**config.mk**
```make
export PLATFORM = sky130hd
export DESIGN_NAME = pwr_detect
export DESIGN_NICKNAME = d
export VERILOG_FILES = /design/src/rtl/pwr_detect.sv
export SDC_FILE = /design/constraint.sdc
export NUM_CORES = 1
export LEC_CHECK = 0
export BUFFER_PORTS_ARGS = -buffer_cell sky130_fd_sc_hd__buf_2
export CAP_MARGIN = 40
export CORE_ASPECT_RATIO = 1.2
export CORE_UTILIZATION = 30
export DETAILED_ROUTE_END_ITERATION = 7
export PLACE_DENSITY = 0.5
export SKIP_CTS_REPAIR_TIMING = 1
export SLEW_MARGIN = 10
export SYNTH_ARGS = -nofsm -noshare
export SYNTH_HDL_FRONTEND = slang
export SYNTH_SLANG_ARGS = --single-unit
export TNS_END_PERCENT = 1
```
**constraint.sdc**
```tcl
create_clock -name clk -period 9.1 [get_ports clk]
set_input_delay 1.82 -clock clk [delete_from_list [all_inputs] [get_ports clk]]
set_output_delay 1.82 -clock clk [all_outputs]
set_load 0.005 [all_outputs]
```
**src/rtl/pwr_detect.sv**
```systemverilog
module pwr_detect #(
  parameter int SMP_W   = 14,
  parameter int BASE_L2 = 10,
  parameter int SEL_MAX = 4,
  parameter int CODE_W  = 4
) (
  input  logic              clk,
  input  logic              rst_n,
  input  logic              smp_valid,
  input  logic [SMP_W-1:0]  smp,
  input  logic [2:0]        win_sel,
  input  logic              pwr_en,
  input  logic              fast_en,
  output logic [CODE_W-1:0] det,
  output logic              det_upd
);
  localparam int SQ_W   = 2 * SMP_W;
  localparam int MAX_L2 = BASE_L2 + SEL_MAX;
  localparam int ACC_W  = SQ_W + MAX_L2;
  localparam int MEAN_W = SQ_W - 1;
  localparam int L2_W   = $clog2(MAX_L2 + 1);
  localparam int CODE_MAX = (1 << CODE_W) - 1;
  localparam int OFFS   = 3 * (MEAN_W - 1) - CODE_MAX;

  logic [MAX_L2-1:0] cnt;
  logic [ACC_W-1:0]  acc, tot;
  logic [L2_W-1:0]   len_q, eff_l2, len_l2;
  logic [CODE_W-1:0] pwr_q, fast_q, code;
  logic signed [SQ_W-1:0] prod;
  logic [MEAN_W-1:0] mean;
  logic              last;

  assign eff_l2 = L2_W'(BASE_L2 + ((int'(win_sel) > SEL_MAX) ? SEL_MAX : int'(win_sel)));
  assign len_l2 = (cnt == '0) ? eff_l2 : len_q;
  assign last   = (32'(cnt) == (32'd1 << len_l2) - 32'd1);

  assign prod = $signed(smp) * $signed(smp);
  assign tot  = acc + ACC_W'($unsigned(prod));
  assign mean = MEAN_W'(tot >> len_l2);

  always_comb begin
    int p, raw;
    logic f;
    p = 0;
    f = 1'b0;
    for (int i = 1; i < MEAN_W; i++)
      if (mean[i]) begin
        p = i;
        f = mean[i-1];
      end
    raw = 3 * p + 2 * int'(f) - OFFS;
    if (mean == '0 || raw < 0) code = '0;
    else if (raw > CODE_MAX)   code = CODE_W'(CODE_MAX);
    else                       code = CODE_W'(raw);
  end

  always_ff @(posedge clk or negedge rst_n) begin
    if (!rst_n) begin
      cnt     <= '0;
      acc     <= '0;
      len_q   <= '0;
      pwr_q   <= '0;
      fast_q  <= '0;
      det_upd <= 1'b0;
    end else begin
      det_upd <= 1'b0;
      if (smp_valid) begin
        fast_q <= smp[SMP_W-1 -: CODE_W];
        if (cnt == '0) len_q <= eff_l2;
        if (last) begin
          acc     <= '0;
          cnt     <= '0;
          pwr_q   <= code;
          det_upd <= 1'b1;
        end else begin
          acc <= tot;
          cnt <= cnt + 1'b1;
        end
      end
    end
  end

  assign det = fast_en ? fast_q : (pwr_en ? pwr_q : '0);

  // strobe never lasts two cycles
  a_r3_single_pulse: assert property (@(posedge clk) disable iff (!rst_n)
    det_upd |=> !det_upd);
  // strobe only follows an accepted sample
  a_r3_after_sample: assert property (@(posedge clk) disable iff (!rst_n)
    det_upd |-> ($past(smp_valid) && $past(rst_n)));
  // window position stays inside the selected length
  a_r1_cnt_bound: assert property (@(posedge clk) disable iff (!rst_n)
    32'(cnt) < (32'd1 << len_l2));
  // power code holds between updates
  a_r5_hold: assert property (@(posedge clk) disable iff (!rst_n)
    (!det_upd && pwr_en && !fast_en && $past(pwr_en && !fast_en) && $past(rst_n))
      |-> $stable(det));
  // coarse code follows the accepted sample by one cycle
  a_r6_fast: assert property (@(posedge clk) disable iff (!rst_n)
    (fast_en && $past(smp_valid) && $past(rst_n))
      |-> det == $past(smp[SMP_W-1 -: CODE_W]));
endmodule

```
==> results.json <==
{
  "gp_congestion": 0.9355,
  "synthTopCellsByArea": "fa_1 (23%), dfrtp_1 (11%), ha_1 (8.7%)",
  "grt_usage": 0.1962,
  "layout.nets": 2633,
  "post-synth-top-count-cell": "inv_1",
  "yosys.area.top_type": "fa_1",
  "fp.dieW_um": 211.2,
  "tritoncts": "yes",
  "setup-tns-final_ns": -16.11,
  "grt_antenna_before_repair": 0,
  "startpoint_type": "primary input",
  "path_max_fanout": 6,
  "timing.critical_path.mode_cell": "fa_1",
  "root_buffer": "clkbuf_16",
  "syn-cell-area_mm2": 0.01575,
  "maxCapViolCount": 0,
  "path_class": "primary input to flop",
  "io-pin-count": 27,
  "synth_flop_cell": "dfrtp_1",
  "rsz0062_at_grt": "yes",
  "fin_crit_ns": 12.85,
  "drive_gt1_frac": 0.2987,
  "ys_async_sr_fraction": 1.000,
  "ys_seq_elements": 69,
  "synth_cell_types": 113,
  "via_per_inst": 5.035,
  "fill_cells": 5267,
  "rows": 91,
  "coreArea_mm2": 0.05158,
  "max_freq_mhz": 77.82,
  "drv_slew": 0,
  "slowest_delay_ns": 0.54,
  "worstMarginPinSlew_ns": 0.8625,
  "setup_ws_ns": -3.750,
  "clk_pin_slew_ns": 0.06,
  "grt_pass1_wl_um": 83390,
  "cpMaxStageDelayCell": "fa_1",
  "cts_made_buffers": 9,
  "status": "finished, violations left",
  "clock_latency_ns": 0.38,
  "syn-num-nets": 2231,
  "detailroute.via_count": 15230,
  "start_util": 0.3054,
  "crit_path_end_kind": "flop",
  "synth_area_per_cell_um2": 8.204,
  "final_util": 0.4054,
  "max_slew_margin": 0.4224,
  "drtIter0Drc": 807,
  "grt_pass1_vias": 16060,
  "num_antenna_cells": 0,
  "die-area_mm2": 0.05343,
  "dieHeight_um": 253.0,
  "synth-seq-area-share": 0.1096,
  "wl_per_cell_um": 16.82,
  "finalHoldViolations": 0,
  "firstDrtPassIters": 5,
  "synthCells": 1920,
  "fin_crit_sh": 1.412,
  "overflow": 0,
  "hpwl_um": 41900,
  "worstPathRequired_ns": 9.37,
  "synth_top_cell_area_share": 0.2288,
  "clkSinkCount": 69,
  "path_delay_family": "adder cells",
  "drc_errors": 0,
  "hold_class": "flop to flop",
  "multiInputGateArea_mm2": 0.01331,
  "area.sequential_mm2": 0.001727,
  "clockBufferDepth": 2,
  "fin_skew_ns": 0.01018,
  "antenna_left": 0,
  "io_buffers": 26,
  "arrival_ns": 13.12,
  "synth_warnings": 0,
  "synth_edf_count": 0,
  "setup_viol": 13,
  "cp.buffers_inverters": 5,
  "violations": "negative setup slack",
  "area_growth_pct": 32.75,
  "htreeDepth": 3,
  "netlist_top_cells_count": "inv_1 (253), nand2_1 (225), fa_1 (180), nor2_1 (122), ha_1 (109)",
  "grt_max_degree": 54,
  "wl_um": 50860
}
==> sequential cells by signal, indices dropped and copies added, names as in the netlist <==
register	flops
acc	42
cnt	14
det_upd	1
fast_q	4
len_q	4
pwr_q	4
==> metal layers <==
layer / part of all wire / routed length (µm) / vias up / track usage
met5: 0 / 0 / - / 0
met4: 0.049 / 2467 / 0 / 0.09834
met3: 0.024 / 1202 / 105 / 0.01439
met2: 0.50 / 25560 / 270 / 0.3526
met1: 0.43 / 21630 / 7412 / 0.2338
li1: - / - / 7440 / -
==> cell usage in the layout, fill, tap and decap left out, types with 20 or more instances in the layout <==
master and count:
buf_4 449, inv_1 244, nand2_1 212, fa_1 173, nor2_1 116, ha_1 94
a21oi_1 80, dfrtp_1 69, o21ai_0 59, and2_1 47, nand3_1 40, xnor2_1 39
mux2i_1 34, xor2_1 26, and3_1 24, o211ai_1 24, o2bb2ai_1 24, a21o_1 23
nor3_1 22, nand2b_1 21, o31ai_1 20
==> kinds of logic (layout without fill, tap and decap cells) <==
group / after synthesis / count (layout) / synth area share
fa+ha+maj: 289 / 289 / 0.3153
flops: 69 / 69 / 0.1096
mux: 54 / 54 / 0.03860
other cells: 2 / 2 / 0.0004767
simple gates: 616 / 616 / 0.1929
compound gates: 477 / 477 / 0.2207
buf+inv: 348 / 755 / 0.08626
xor+xnor: 65 / 65 / 0.03614
==> worst paths after layout <==
path | from | end | slack, ns | cells past startpoint
max in group asynchronous | rst_n | cnt[12]$_DFFE_PN0P_ | 7.09 | 2
min in group asynchronous | rst_n | acc[7]$_DFFE_PN0P_ | 1.41 | 1
setup / recovery | smp[9] | pwr_q[0]$_DFFE_PN0P_ | -3.75 | 47
hold reg to reg | len_q[2]$_DFFE_PN0P_ | len_q[2]$_DFFE_PN0P_ | 0.48 | 2
setup reg to reg | cnt[0]$_DFFE_PN0P_ | pwr_q[0]$_DFFE_PN0P_ | 1.87 | 30
hold / removal | len_q[2]$_DFFE_PN0P_ | len_q[2]$_DFFE_PN0P_ | 0.48 | 2
==> layout make-up <==
cell class | count | area share
clock buffers | 9 | 0.01077
clock inverters | 7 | 0.003590
inverters | 254 | 0.04583
multi-input cells | 1503 | 0.6366
flip-flops and latches | 69 | 0.08257
well taps | 697 | 0.04170
repair buffers | 485 | 0.1790
==> worst reg2reg max path: cells and delay by family, from the launching register on <==
| kind | cells | cell delay [ns] |
|---|---|---|
| mux | 1 | 0.69 |
| flops | 1 | 0.45 |
| fa+ha+maj | 4 | 0.98 |
| simple gates | 7 | 1.52 |
| xor+xnor | 1 | 0.17 |
| compound gates | 13 | 2.55 |
| buf+inv | 4 | 0.76 |
==> metrics by stage <==
step | instance area, µm² | setup slack [ns] | hold WS, ns | std cells
6_report | 20910 | -3.750 | 0.4838 | 3024
5_1_grt | 20910 | -4.212 | 0.5073 | 3024
4_1_cts | 20170 | -4.118 | 0.4892 | 3006
3_5_place_dp | 19870 | -4.473 | 0.4765 | 2990
3_3_place_gp | 19840 | -4.272 | 0.4630 | 2988
2_1_floorplan | 15980 | -3.294 | 0.4497 | 1920
Power is left out: the tool's default activity adds up to more than one toggle a clock period on the data nets, which glitch-free logic cannot reach.
